<file path="config.mk">
export PLATFORM = sky130hd
export DESIGN_NAME = wr_rr_arbiter
export DESIGN_NICKNAME = d
export VERILOG_FILES = /design/src/rtl/wr_arb_pkg.sv /design/src/rtl/wr_arb_rrpick.sv /design/src/rtl/wr_arb_ohmux.sv /design/src/rtl/wr_rr_arbiter.sv
export SDC_FILE = /design/constraint.sdc
export NUM_CORES = 1
export LEC_CHECK = 0
export CORE_AREA = 3 3 171 173
export DETAILED_ROUTE_END_ITERATION = 7
export DIE_AREA = 0 0 174 176
export DONT_BUFFER_PORTS = 1
export HOLD_SLACK_MARGIN = 0.15
export PLACE_DENSITY_LB_ADDON = 0.05
export SLEW_MARGIN = 10
export SYNTH_ARGS = -nofsm -noshare
export SYNTH_HDL_FRONTEND = slang
export SYNTH_HIERARCHICAL = 1
export SYNTH_SLANG_ARGS = --single-unit
</file>
<file path="constraint.sdc">
create_clock -name clk -period 2.2 [get_ports clk]
set_input_delay 0.22 -clock clk [delete_from_list [all_inputs] [get_ports clk]]
set_output_delay 0.22 -clock clk [all_outputs]
set_load 0.03 [all_outputs]
</file>
<file path="src/rtl/wr_arb_pkg.sv">
package wr_arb_pkg;
    localparam int LEN_W   = 8;
    localparam int SIZE_W  = 3;
    localparam int BURST_W = 2;

    typedef enum logic [0:0] {
        ST_ADDR = 1'b0,
        ST_DATA = 1'b1
    } arb_state_e;
endpackage

</file>
<file path="src/rtl/wr_arb_rrpick.sv">
// Circular first-requester pick starting at a one-hot pointer.
module wr_arb_rrpick #(
    parameter int N = 4
) (
    input  logic [N-1:0] req,
    input  logic [N-1:0] ptr,
    output logic [N-1:0] gnt
);
    logic [N-1:0] upper;
    logic [N-1:0] pool;

    always_comb begin
        // requesters at or above the pointer position
        upper = req & ~(ptr - {{(N-1){1'b0}}, 1'b1});
        pool  = (|upper) ? upper : req;
        // isolate the lowest set bit
        gnt   = pool & (~pool + {{(N-1){1'b0}}, 1'b1});
    end
endmodule

</file>
<file path="src/rtl/wr_arb_ohmux.sv">
// AND-OR multiplexer driven by a one-hot select.
module wr_arb_ohmux #(
    parameter int N = 4,
    parameter int W = 8
) (
    input  logic [N-1:0]   sel,
    input  logic [N*W-1:0] din,
    output logic [W-1:0]   dout
);
    always_comb begin
        dout = '0;
        for (int i = 0; i < N; i++) begin
            dout = dout | (din[i*W +: W] & {W{sel[i]}});
        end
    end
endmodule

</file>
<file path="src/rtl/wr_rr_arbiter.sv">
module wr_rr_arbiter
    import wr_arb_pkg::*;
#(
    parameter int NUM_MST   = 4,
    parameter int ID_W      = 4,
    parameter int ADDR_W    = 32,
    parameter int DATA_W    = 32,
    parameter int INIT_PRIO = 0
) (
    input  logic                          clk,
    input  logic                          rst_n,
    input  logic [NUM_MST*ID_W-1:0]       m_awid,
    input  logic [NUM_MST*ADDR_W-1:0]     m_awaddr,
    input  logic [NUM_MST*8-1:0]          m_awlen,
    input  logic [NUM_MST*3-1:0]          m_awsize,
    input  logic [NUM_MST*2-1:0]          m_awburst,
    input  logic [NUM_MST-1:0]            m_awvalid,
    output logic [NUM_MST-1:0]            m_awready,
    input  logic [NUM_MST*DATA_W-1:0]     m_wdata,
    input  logic [NUM_MST*DATA_W/8-1:0]   m_wstrb,
    input  logic [NUM_MST-1:0]            m_wvalid,
    output logic [NUM_MST-1:0]            m_wready,
    output logic [ID_W-1:0]               s_awid,
    output logic [ADDR_W-1:0]             s_awaddr,
    output logic [7:0]                    s_awlen,
    output logic [2:0]                    s_awsize,
    output logic [1:0]                    s_awburst,
    output logic                          s_awvalid,
    input  logic                          s_awready,
    output logic [DATA_W-1:0]             s_wdata,
    output logic [DATA_W/8-1:0]           s_wstrb,
    output logic                          s_wlast,
    output logic                          s_wvalid,
    input  logic                          s_wready
);
    localparam int STRB_W = DATA_W / 8;
    localparam int AW_BW  = ID_W + ADDR_W + LEN_W + SIZE_W + BURST_W;
    localparam int W_BW   = DATA_W + STRB_W;
    localparam logic [NUM_MST-1:0] INIT_OH =
        {{(NUM_MST-1){1'b0}}, 1'b1} << INIT_PRIO;

    arb_state_e            state_q;
    logic [NUM_MST-1:0]    ptr_q;
    logic [NUM_MST-1:0]    gnt_q;
    logic [LEN_W-1:0]      len_q;
    logic [LEN_W-1:0]      cnt_q;

    logic [NUM_MST-1:0]    pick_gnt;
    logic [NUM_MST-1:0]    aw_sel;
    logic [NUM_MST*AW_BW-1:0] aw_pack;
    logic [NUM_MST*W_BW-1:0]  w_pack;
    logic [AW_BW-1:0]      aw_out;
    logic [W_BW-1:0]       w_out;
    logic                  aw_fire;
    logic                  w_fire;
    logic                  last_beat;

    // per-master channel bundles
    for (genvar g = 0; g < NUM_MST; g++) begin : g_pack
        assign aw_pack[g*AW_BW +: AW_BW] = {
            m_awid[g*ID_W +: ID_W],
            m_awaddr[g*ADDR_W +: ADDR_W],
            m_awlen[g*LEN_W +: LEN_W],
            m_awsize[g*SIZE_W +: SIZE_W],
            m_awburst[g*BURST_W +: BURST_W]
        };
        assign w_pack[g*W_BW +: W_BW] = {
            m_wdata[g*DATA_W +: DATA_W],
            m_wstrb[g*STRB_W +: STRB_W]
        };
    end

    wr_arb_rrpick #(.N(NUM_MST)) u_pick (
        .req (m_awvalid),
        .ptr (ptr_q),
        .gnt (pick_gnt)
    );

    assign aw_sel = (state_q == ST_ADDR) ? pick_gnt : '0;

    wr_arb_ohmux #(.N(NUM_MST), .W(AW_BW)) u_aw_mux (
        .sel  (aw_sel),
        .din  (aw_pack),
        .dout (aw_out)
    );

    wr_arb_ohmux #(.N(NUM_MST), .W(W_BW)) u_w_mux (
        .sel  (gnt_q),
        .din  (w_pack),
        .dout (w_out)
    );

    assign {s_awid, s_awaddr, s_awlen, s_awsize, s_awburst} = aw_out;
    assign {s_wdata, s_wstrb} = w_out;

    assign aw_fire   = s_awvalid && s_awready;
    assign w_fire    = s_wvalid && s_wready;
    assign last_beat = (cnt_q == len_q);

    // state register and captured transaction context
    always_ff @(posedge clk or negedge rst_n) begin
        if (!rst_n) begin
            state_q <= ST_ADDR;
            ptr_q   <= INIT_OH;
            gnt_q   <= '0;
            len_q   <= '0;
            cnt_q   <= '0;
        end else begin
            unique case (state_q)
                ST_ADDR: begin
                    if (aw_fire) begin
                        state_q <= ST_DATA;
                        gnt_q   <= pick_gnt;
                        len_q   <= s_awlen;
                        cnt_q   <= '0;
                    end
                end
                ST_DATA: begin
                    if (w_fire) begin
                        if (last_beat) begin
                            state_q <= ST_ADDR;
                            ptr_q   <= {gnt_q[NUM_MST-2:0], gnt_q[NUM_MST-1]};
                        end else begin
                            cnt_q <= cnt_q + 1'b1;
                        end
                    end
                end
            endcase
        end
    end

    // output decode per state
    always_comb begin
        s_awvalid = 1'b0;
        m_awready = '0;
        s_wvalid  = 1'b0;
        m_wready  = '0;
        s_wlast   = 1'b0;
        unique case (state_q)
            ST_ADDR: begin
                s_awvalid = |m_awvalid;
                m_awready = pick_gnt & {NUM_MST{s_awready}};
            end
            ST_DATA: begin
                s_wvalid  = |(m_wvalid & gnt_q);
                m_wready  = gnt_q & {NUM_MST{s_wready}};
                s_wlast   = last_beat;
            end
        endcase
    end

    AST_AWRDY_ONEHOT: assert property (@(posedge clk) disable iff (!rst_n)
        $onehot0(m_awready));
    AST_AW_TO_DATA: assert property (@(posedge clk) disable iff (!rst_n)
        (s_awvalid && s_awready) |=> (state_q == ST_DATA));
    AST_NO_AW_IN_DATA: assert property (@(posedge clk) disable iff (!rst_n)
        (state_q == ST_DATA) |-> (m_awready == '0 && !s_awvalid));
    AST_LAST_EXIT: assert property (@(posedge clk) disable iff (!rst_n)
        (s_wvalid && s_wready && s_wlast) |=> (state_q == ST_ADDR));
    AST_PTR_HOLD: assert property (@(posedge clk) disable iff (!rst_n)
        !(s_wvalid && s_wready && s_wlast) |=> $stable(ptr_q));
    AST_PTR_ONEHOT: assert property (@(posedge clk) disable iff (!rst_n)
        $onehot(ptr_q));
    AST_NO_W_IN_ADDR: assert property (@(posedge clk) disable iff (!rst_n)
        (state_q == ST_ADDR) |-> (!s_wvalid && m_wready == '0));
    AST_GNT_HOLD: assert property (@(posedge clk) disable iff (!rst_n)
        (state_q == ST_DATA && !(s_wvalid && s_wready && s_wlast)) |=> $stable(gnt_q));
endmodule

</file>
==> results.cfg <==
[layout]
nFillCells = 3102
layout.cells.non_filler = 862
final_cell_mix = a22oi_1, a22oi_2, buf_4
drive_gt1_share_pct = 46.7
areaGrowthSynthToFinish_pct = 52.1
nNetsFinal = 839
utilization_pct = 19.2
final_common_cell = a22oi_1
n_antenna_cell = 0

[pwr]
pwr-share-clk_pct = 6.0
leakagePower_uw = 0.00207
power_density_mw_per_mm2 = 1300
intPower_uw = 2960
vdd_drop_max_mv = 0.298
pwr-share-seq_pct = 11.4
switching_share_pct = 57.3
p_sw_uw = 3970
p_comb_share_pct = 82.6

[sta]
finalSetupViolCount = 61
max_slew_margin_pct = 61.5
rsz0062_at_grt = true
max_freq_ghz = 0.357
fin_skew_ps = 1.90
hold_viol_final = 0
worst_pin_slew_ps = 575
period_share_pct = 127
layout_setup_ws_ps = -601
maxSlewViolCount = 0
period_minus_slack_ps = 2800

[cts]
root_buffer = clkbuf_16
clk_pin_slew_ps = 70
cts_tree = yes
numCtsBuffers = 3
clk_latency_ps = 260
cts_max_level = 1
clockBufferDepth = 2
clock_sinks = 25

[setup_path]
arrival_ps = 2950
cp_data_required_time_ps = 2350
end_kind = register
crit_fanout = 7
critical_path_class = register to register
startpoint_type = register

[routing]
drtIter0Drc = 133
wl_per_cell_um = 26.0
num_vias = 4102
ant_nets = 0
drc = 0
drt_pre_antenna_iters = 4
routed_via_density = 4.76
wl_um = 22400

[grt]
grt_max_degree = 40
grt_pass1_vias = 4433
grt_use_total_pct = 13.0
antenna_found_initial = 0
grt-ovfl-total = 0
grt_pass1_wl_um = 30200

[floorplan]
core_sq_mm = 0.0278
rows = 61
die_w_um = 174
die_h_um = 176
initial_core_util_pct = 12.7
dieArea_sq_mm = 0.0306
io_pins = 448

[yosys]
yosysWarnings = 6
yosysUniqueCellTypes = 47
synth_area_sq_mm = 0.00351
synth-seq-area-share_pct = 17.8
postSynth.asyncResetShare_pct = 100
ys_ff_latch = 25
syn_avg_cell_area_sq_um = 8.08
ys.flop_type = dfrtp_1
syn_inst = 435
synth_edf_count = 0
synthesis.nets = 789

[placed_design]
io_buffers = 0
place_ws_ps = -352
place_congestion = 0.815
place_hpwl_um = 17200
dp_cells = 830

[run]
drv_cap = 0

[outcome]
violations = setup timing
outcome = complete, but fails checks

[worst_hold_path]
hp-class = primary input to register
-- final timing paths --
kind,startpoint,endpoint,slack (ps),cells past startpoint
worst max-delay path,ptr_q[0]$_DFFE_PN1P_,len_q[6]$_DFFE_PN0P_,-600,15
worst min-delay path,s_wready,ptr_q[0]$_DFFE_PN1P_,220,2
worst max register to register,ptr_q[0]$_DFFE_PN1P_,len_q[6]$_DFFE_PN0P_,-600,15
worst min register to register,len_q[4]$_DFFE_PN0P_,len_q[4]$_DFFE_PN0P_,540,1
max in group asynchronous,rst_n,ptr_q[0]$_DFFE_PN1P_,1540,2
min in group asynchronous,rst_n,cnt_q[6]$_DFFE_PN0P_,410,2
-- worst max-delay path: stages, from the launching register on --
cell,delay [ps]
dfstp_2,570
inv_2,60
ha_4,170
xnor2_4,130
and2_4,180
buf_6,110
o32ai_4,70
nor2b_4,150
buf_12,150
buf_12,130
a22oi_2,250
nand2_2,120
buf_4,150
buf_6,100
buf_6,100
mux2_4,240
-- registers in the layout, indices dropped and copies added (netlist names) --
signal,count
cnt_q,8
gnt_q,4
len_q,8
ptr_q,4
state_q,1
-- power by group through the flow --
stage / combinational, uW / clock, uW / sequential, uW
floorplan: 3890 / 0 / 773
CTS: 5660 / 445 / 796
global placement: 5180 / 0 / 804
finish: 5720 / 418 / 789
detailed placement: 5200 / 0 / 801
global route: 6090 / 463 / 823
-- final cells by class --
cell class                      count  area [sq um]  area share (%)
Multi-Input combinational cell    363          3020            56.4
Timing Repair Buffer               86          1130            21.1
Sequential cell                    25           627            11.7
Tap cell                          378           473            8.85
Clock buffer                        4          78.8            1.47
Inverter                            6          22.5           0.421
-- Yosys cell counts (2+ instances only) --
cell type	count	area [sq um]
a22oi_1	162	1220
a22oi_2	11	138
nor3_1	6	30.0
mux2_1	2	22.5
buf_6	22	248
a211o_1	5	43.8
nor2_1	3	11.3
nor2b_1	6	37.5
and3_1	8	50.1
clkbuf_1	2	7.51
buf_2	13	65.1
and2_1	7	43.8
mux2_2	14	158
xnor2_1	9	78.8
ha_1	2	25.0
and3_2	2	15.0
o41ai_2	2	32.5
nand4_1	4	25.0
buf_4	3	22.5
nand2_1	91	342
nand3_1	4	20.0
inv_1	6	22.5
dfrtp_1	24	601
nor4_1	4	25.0
-- repair_timing --
item | CTS | global route
pin swaps | 8 | 26
hold endpoints to repair | 25 | 0
endpoints found under the setup margin | 61 | 61
gates cloned | 7 | 4
buffers inserted | 15 | 4
hold buffers | 2 | 0
resized for setup | 39 | 30
-- per-stage QoR --
step	instance area, sq um	hold WS [ps]	setup TNS [ps]	power (uW)
finish	5350	218	-30220	6930
CTS	5090	215	-32270	6900
detailed placement	4480	-73.9	-17100	6000
floorplan	3760	-75.6	-3440	4660
global placement	4480	-74.1	-15400	5990
global route	5350	239	-37710	7380
-- logic make-up after synthesis --
family                   count (synthesis)  share of synthesized area (%)
AO/OA/AOI/OAI                          193                           43.9
AND/OR/NAND/NOR                        142                           19.4
buffers and inverters                   47                           10.5
flip-flops                              25                           17.8
multiplexers                            16                           5.13
XOR/XNOR                                10                           2.49
adder cells (fa/ha/maj)                  2                          0.712
-- routing by layer --
layer  part of all wire [%]  track usage, %  up-vias
li1                       -               -     1816
met2                     58            28.0      291
met5                      0               0        -
met1                     33            12.7     1973
met3                    7.3            2.65       22
met4                    1.7            2.01        0
Note: power is estimated with default switching activity, not from simulation.
